<file path="src/rtl/psk_pkg.sv">
package psk_pkg;
  localparam int ORD_W = 2;
  localparam int LBL_W = 3;
  localparam int PH_W  = 4;
  localparam int AMP_W = 16;
  localparam int QTR   = 1 << (PH_W - 2);

  function automatic logic [ORD_W-1:0] sel_to_order(input logic [1:0] sel);
    return (sel == 2'b00) ? ORD_W'(1) : ORD_W'(sel);
  endfunction

  function automatic logic signed [AMP_W-1:0] quarter_amp(input int unsigned step);
    case (step)
      0: return AMP_W'(32767);
      1: return AMP_W'(30273);
      2: return AMP_W'(23170);
      3: return AMP_W'(12539);
      default: return '0;
    endcase
  endfunction
endpackage

</file>
<file path="src/rtl/psk_bit_gather.sv">
module psk_bit_gather
  import psk_pkg::*;
(
  input  logic             clk,
  input  logic             rst_n,
  input  logic [1:0]       mode_sel,
  input  logic             in_valid,
  input  logic             in_bit,
  input  logic             slot_free,
  output logic             in_ready,
  output logic             grp_done,
  output logic [LBL_W-1:0] grp_label,
  output logic [ORD_W-1:0] grp_order
);
  logic [ORD_W-1:0] cnt_q, ord_q, ord_eff;
  logic [LBL_W-1:0] lbl_q, lbl_nxt;
  logic             take;

  always_comb begin
    in_ready  = slot_free;
    take      = in_valid && slot_free;
    ord_eff   = (cnt_q == '0) ? sel_to_order(mode_sel) : ord_q;
    lbl_nxt   = {lbl_q[LBL_W-2:0], in_bit};
    grp_done  = take && (ORD_W'(cnt_q + 1'b1) == ord_eff);
    grp_label = lbl_nxt;
    grp_order = ord_eff;
  end

  always_ff @(posedge clk) begin
    if (!rst_n) begin
      cnt_q <= '0;
      lbl_q <= '0;
      ord_q <= ORD_W'(1);
    end else begin
      ord_q <= ord_eff;
      if (take) begin
        if (grp_done) begin
          cnt_q <= '0;
          lbl_q <= '0;
        end else begin
          cnt_q <= cnt_q + 1'b1;
          lbl_q <= lbl_nxt;
        end
      end
    end
  end

  assert_partial_bound_R2: assert property (@(posedge clk) disable iff (!rst_n)
    (cnt_q != '0) |-> (cnt_q < ord_q));

  assert_group_size_kept_R9: assert property (@(posedge clk) disable iff (!rst_n)
    (cnt_q != '0) |-> (grp_order == ord_q));
endmodule

</file>
<file path="src/rtl/psk_label_map.sv">
module psk_label_map
  import psk_pkg::*;
(
  input  logic [ORD_W-1:0] order,
  input  logic [LBL_W-1:0] label,
  output logic [PH_W-1:0]  phase
);
  always_comb begin
    phase = '0;
    case (order)
      2'd2: case (label[1:0])
        2'b11: phase = 4'd2;
        2'b01: phase = 4'd6;
        2'b00: phase = 4'd10;
        default: phase = 4'd14;
      endcase
      2'd3: case (label)
        3'b111: phase = 4'd1;
        3'b101: phase = 4'd3;
        3'b100: phase = 4'd5;
        3'b110: phase = 4'd7;
        3'b010: phase = 4'd9;
        3'b000: phase = 4'd11;
        3'b001: phase = 4'd13;
        default: phase = 4'd15;
      endcase
      default: phase = label[0] ? 4'd8 : 4'd0;
    endcase
  end
endmodule

</file>
<file path="src/rtl/psk_trig_rom.sv">
module psk_trig_rom
  import psk_pkg::*;
(
  input  logic [PH_W-1:0]         phase,
  output logic signed [AMP_W-1:0] cos_o,
  output logic signed [AMP_W-1:0] sin_o
);
  localparam int FULL = 1 << PH_W;
  logic signed [AMP_W-1:0] chan [2];

  for (genvar ch = 0; ch < 2; ch++) begin : g_chan
    logic [PH_W-1:0] k;
    always_comb begin
      k = phase - PH_W'(ch * QTR);
      if (int'(k) <= QTR)           chan[ch] = quarter_amp(int'(k));
      else if (int'(k) <= 2 * QTR)  chan[ch] = -quarter_amp(2 * QTR - int'(k));
      else if (int'(k) <= 3 * QTR)  chan[ch] = -quarter_amp(int'(k) - 2 * QTR);
      else                          chan[ch] = quarter_amp(FULL - int'(k));
    end
  end

  assign cos_o = chan[0];
  assign sin_o = chan[1];
endmodule

</file>
<file path="src/rtl/psk_mapper_top.sv">
module psk_mapper_top
  import psk_pkg::*;
(
  input  logic              clk,
  input  logic              rst_n,
  input  logic [1:0]        mode_sel,
  input  logic              bit_valid,
  input  logic              bit_data,
  output logic              bit_ready,
  output logic              sym_valid,
  input  logic              sym_ready,
  output logic [PH_W-1:0]   sym_phase,
  output logic [AMP_W-1:0]  sym_cos,
  output logic [AMP_W-1:0]  sym_sin,
  output logic [ORD_W-1:0]  sym_order
);
  logic             slot_free, done;
  logic [LBL_W-1:0] label;
  logic [ORD_W-1:0] order;
  logic [PH_W-1:0]  phase;
  logic signed [AMP_W-1:0] c_val, s_val;

  logic             v_q;
  logic [PH_W-1:0]  ph_q;
  logic [AMP_W-1:0] c_q, s_q;
  logic [ORD_W-1:0] o_q;

  assign slot_free = !v_q || sym_ready;

  psk_bit_gather u_gather (
    .clk(clk), .rst_n(rst_n), .mode_sel(mode_sel),
    .in_valid(bit_valid), .in_bit(bit_data), .slot_free(slot_free),
    .in_ready(bit_ready), .grp_done(done), .grp_label(label), .grp_order(order)
  );

  psk_label_map u_map (.order(order), .label(label), .phase(phase));

  psk_trig_rom u_trig (.phase(phase), .cos_o(c_val), .sin_o(s_val));

  always_ff @(posedge clk) begin
    if (!rst_n) begin
      v_q  <= 1'b0;
      ph_q <= '0;
      c_q  <= '0;
      s_q  <= '0;
      o_q  <= '0;
    end else if (done) begin
      v_q  <= 1'b1;
      ph_q <= phase;
      c_q  <= c_val;
      s_q  <= s_val;
      o_q  <= order;
    end else if (sym_ready) begin
      v_q <= 1'b0;
    end
  end

  assign sym_valid = v_q;
  assign sym_phase = ph_q;
  assign sym_cos   = c_q;
  assign sym_sin   = s_q;
  assign sym_order = o_q;

  assert_hold_out_R10: assert property (@(posedge clk) disable iff (!rst_n)
    (sym_valid && !sym_ready) |=> (sym_valid && $stable(sym_phase) && $stable(sym_order)));

  assert_stall_in_R10: assert property (@(posedge clk) disable iff (!rst_n)
    (sym_valid && !sym_ready) |-> !bit_ready);

  assert_emit_next_R8: assert property (@(posedge clk) disable iff (!rst_n)
    done |=> sym_valid);

  assert_grid_bpsk_R4: assert property (@(posedge clk) disable iff (!rst_n)
    (sym_valid && sym_order == 2'd1) |-> (sym_phase[2:0] == 3'd0));

  assert_grid_qpsk_R5: assert property (@(posedge clk) disable iff (!rst_n)
    (sym_valid && sym_order == 2'd2) |-> (sym_phase[1:0] == 2'd2));

  assert_grid_8psk_R6: assert property (@(posedge clk) disable iff (!rst_n)
    (sym_valid && sym_order == 2'd3) |-> sym_phase[0]);
endmodule

</file>
<file path="config.mk">
export PLATFORM = sky130hd
export DESIGN_NAME = psk_mapper_top
export DESIGN_NICKNAME = d
export VERILOG_FILES = /design/src/rtl/psk_pkg.sv /design/src/rtl/psk_bit_gather.sv /design/src/rtl/psk_label_map.sv /design/src/rtl/psk_trig_rom.sv /design/src/rtl/psk_mapper_top.sv
export SDC_FILE = /design/constraint.sdc
export NUM_CORES = 1
export LEC_CHECK = 0
export ABC_AREA = 1
export BUFFER_PORTS_ARGS = -buffer_cell sky130_fd_sc_hd__buf_2
export CORE_MARGIN = 1
export CORE_UTILIZATION = 52
export DETAILED_ROUTE_END_ITERATION = 16
export PLACE_DENSITY = 0.86
export RECOVER_POWER = 100
export SKIP_CTS_REPAIR_TIMING = 1
export SYNTH_ARGS = -nofsm -noshare
export SYNTH_HDL_FRONTEND = slang
export SYNTH_HIERARCHICAL = 1
export SYNTH_SLANG_ARGS = --single-unit
</file>
<file path="constraint.sdc">
create_clock -name clk -period 3.2 [get_ports clk]
set_clock_uncertainty 0.2 [all_clocks]
set_input_delay 0.16 -clock clk [delete_from_list [all_inputs] [get_ports clk]]
set_output_delay 0.16 -clock clk [all_outputs]
set_load 0.1 [all_outputs]
</file>
==> flow_summary.json <==
{
  "drcViolationCount": 0,
  "ys.flop_type": "dfxtp_1",
  "setup-tns-final_ps": 0,
  "worst_pin_slew_ps": 618,
  "firstDrtPassIters": 6,
  "htreeDepth": 2,
  "yosysMostFrequentCell": "nand2_1",
  "rsz0062_at_grt": "no",
  "p_leak_uw": 0.00213,
  "synth_commonest_cells": "124 x nand2_1, 97 x nor2_1, 56 x o21ai_0, 45 x dfxtp_1, 37 x inv_1",
  "ys.warnings.count": 6,
  "netlist_area_um2": 3220,
  "antenna_found_initial": 0,
  "die_x_um": 80.6,
  "relSlewSlack_pct": 58.8,
  "routed_wl_um": 8640,
  "place_hpwl_um": 6350,
  "via_per_inst": 5.36,
  "fp-row-count": 28,
  "holdWs_ps": 8.86,
  "maxCapViolCount": 0,
  "async_flop_share_pct": 0,
  "vias": 3455,
  "area_delta_synth_final_pct": 19.9,
  "ios": 47,
  "clk_latency_ps": 300,
  "wl_per_cell_um": 13.4,
  "hold_viol_final": 0,
  "cts_made_buffers": 5,
  "setup_viol": 0,
  "critical_path_class": "reg2reg",
  "fillers": 555,
  "cts_tree": "done",
  "overflow": 0,
  "end_kind": "flop",
  "max_freq_mhz": 332,
  "dieHeight_um": 80.6,
  "grt_pass1_vias": 3120,
  "finalCriticalPeriod_ps": 3010,
  "synth_edf_count": 0,
  "drtIter0Drc": 232,
  "post-route-period-util_pct": 94.0,
  "track_usage_pct": 27.6,
  "synth_area_per_cell_um2": 6.35,
  "holdCritPathClass": "in2reg",
  "cts.sinks": 45,
  "start_util_pct": 54.0,
  "place.gp.congestion": 0.932,
  "yosysSeqAreaShare_pct": 28.0,
  "worstPathRequired_ps": 3190,
  "ys_ff_latch": 45,
  "cts.clk_slew.worst_paths_ps": 80,
  "ys_top_cells_by_area": "dfxtp_1 28%, nand2_1 14%, nor2_1 11%, o21ai_0 8.7%, ha_1 5.1%",
  "clockRootBuffer": "clkbuf_8",
  "coreArea_um2": 5960,
  "die_area_um2": 6500,
  "antenna_cells": 0,
  "drv_slew": 0,
  "finalNetCount": 590,
  "final_antenna_net_count": 0,
  "peakVddDrop_mv": 0.431,
  "grt_max_degree": 45,
  "port-buffer-count": 46,
  "r2r_slack_ps": 190,
  "synth_top_area_cell": "dfxtp_1",
  "synth_top_area_share_pct": 28.0,
  "critPathMaxFanout": 5,
  "grt_first_pass_wirelength_um": 14100,
  "start_kind": "flop",
  "powerDensity_nw_per_um2": 762,
  "clock_path_buffers": 2,
  "syn-num-nets": 526,
  "drive_above_1_share_pct": 27.7,
  "syn-instance-count": 506,
  "ys_types": 34,
  "status": "complete, no violations",
  "arrival_ps": 3000
}
==> area by class of cell <==
type	instances	area (µm²)	share of cell area, %
well taps	75	93.8	2.43
multi-input cells	394	2120	54.9
flip-flops and latches	45	903	23.4
inverters	49	201	5.22
clock buffers	7	86.3	2.24
repair buffers	75	453	11.7
==> per-stage QoR <==
stage               setup slack (ps)  power (µW)  cells  util (%)  cell area, µm²
floorplan                       20.9        2180    506         -            3230
global placement                 100        2480    632      60.4            3600
detailed placement             -43.6        2480    632      60.4            3600
CTS                            -77.6        2850    639      61.8            3680
global route                    1.45        3130    645      64.7            3860
finish                           191        2940    645      64.7            3860
==> worst paths after layout <==
kind                     start  depth (start not counted)           endpoint
max          u_gather/cnt_q[1]                         22        sym_sin[14]
min                  bit_valid                          4  u_gather/cnt_q[0]
max reg2reg  u_gather/cnt_q[1]                         22        sym_sin[14]
min reg2reg        sym_sin[12]                          2        sym_sin[12]
==> worst max-delay path: stages, from the launching register on <==
cell and delay (ps):
dfxtp_2 330, inv_1 70, ha_4 180, or2_4 270, nand2_4 70, inv_2 70
nor3_4 190, a21oi_2 50, nand2_2 90, inv_2 60, ha_4 300, inv_4 40
nand2_1 80, nor2_2 60, inv_2 70, ha_4 150, inv_2 50, o21ai_2 150
a21oi_1 60, o21ai_1 120, nand3_1 80, nor2_1 110, nor2_1 50
==> logic make-up (layout without fill, tap and decap cells) <==
group                      after synthesis  in the layout  share of synthesized area [%]
and+or+nand+nor                        293            293                           41.8
buffers and inverters                   67            131                           10.1
adders and majority gates               13             13                           5.06
DFF                                     45             45                           28.0
AOI/OAI and AO/OA                       88             88                           15.1
==> cells in the final DEF (no fill, tap or decap), types with 2 or more instances in the layout <==
cell type,synthesis,routed
clkbuf_8,0,6
o21ai_1,5,9
dfxtp_1,45,43
nand2_1,124,121
o21ai_0,56,51
buf_4,3,27
nor3_1,5,4
nand3_1,28,27
dfxtp_2,0,2
nand2_2,9,10
nor2_1,97,94
nand3_2,4,5
inv_4,2,5
ha_1,13,7
inv_1,37,29
o211ai_1,2,2
nand2_4,6,8
buf_2,4,46
dlygate4sd3_1,0,2
a21oi_2,3,5
nor2_4,3,4
nor2_8,3,3
inv_2,9,14
a21oi_1,16,14
ha_4,0,5
o21ai_2,3,4
nor2_2,6,8
nand4_1,6,6
==> state kept, by name, indices dropped and copies added, names as in the netlist <==
signal and flops:
sym_cos 16, sym_order 2, sym_phase 4, sym_sin 16, sym_valid 1, u_gather/cnt_q 2
u_gather/lbl_q 2, u_gather/ord_q 2
==> report_power, final <==
part	internal [µW]	total (µW)	switching (µW)
registers	655	695	40.8
clock network	172	363	191
logic	469	1880	1410
==> per-layer routing <==
layer,routed length [µm],GRT usage (%),share of wire (%),vias to the layer above
li1,-,-,-,1738
met1,4010,36.0,46,1568
met2,3900,44.9,45,120
met3,464,4.32,5.4,29
met4,257,11.3,3.0,0
met5,0,0,0,-
Power figures use the tool's default switching activity.
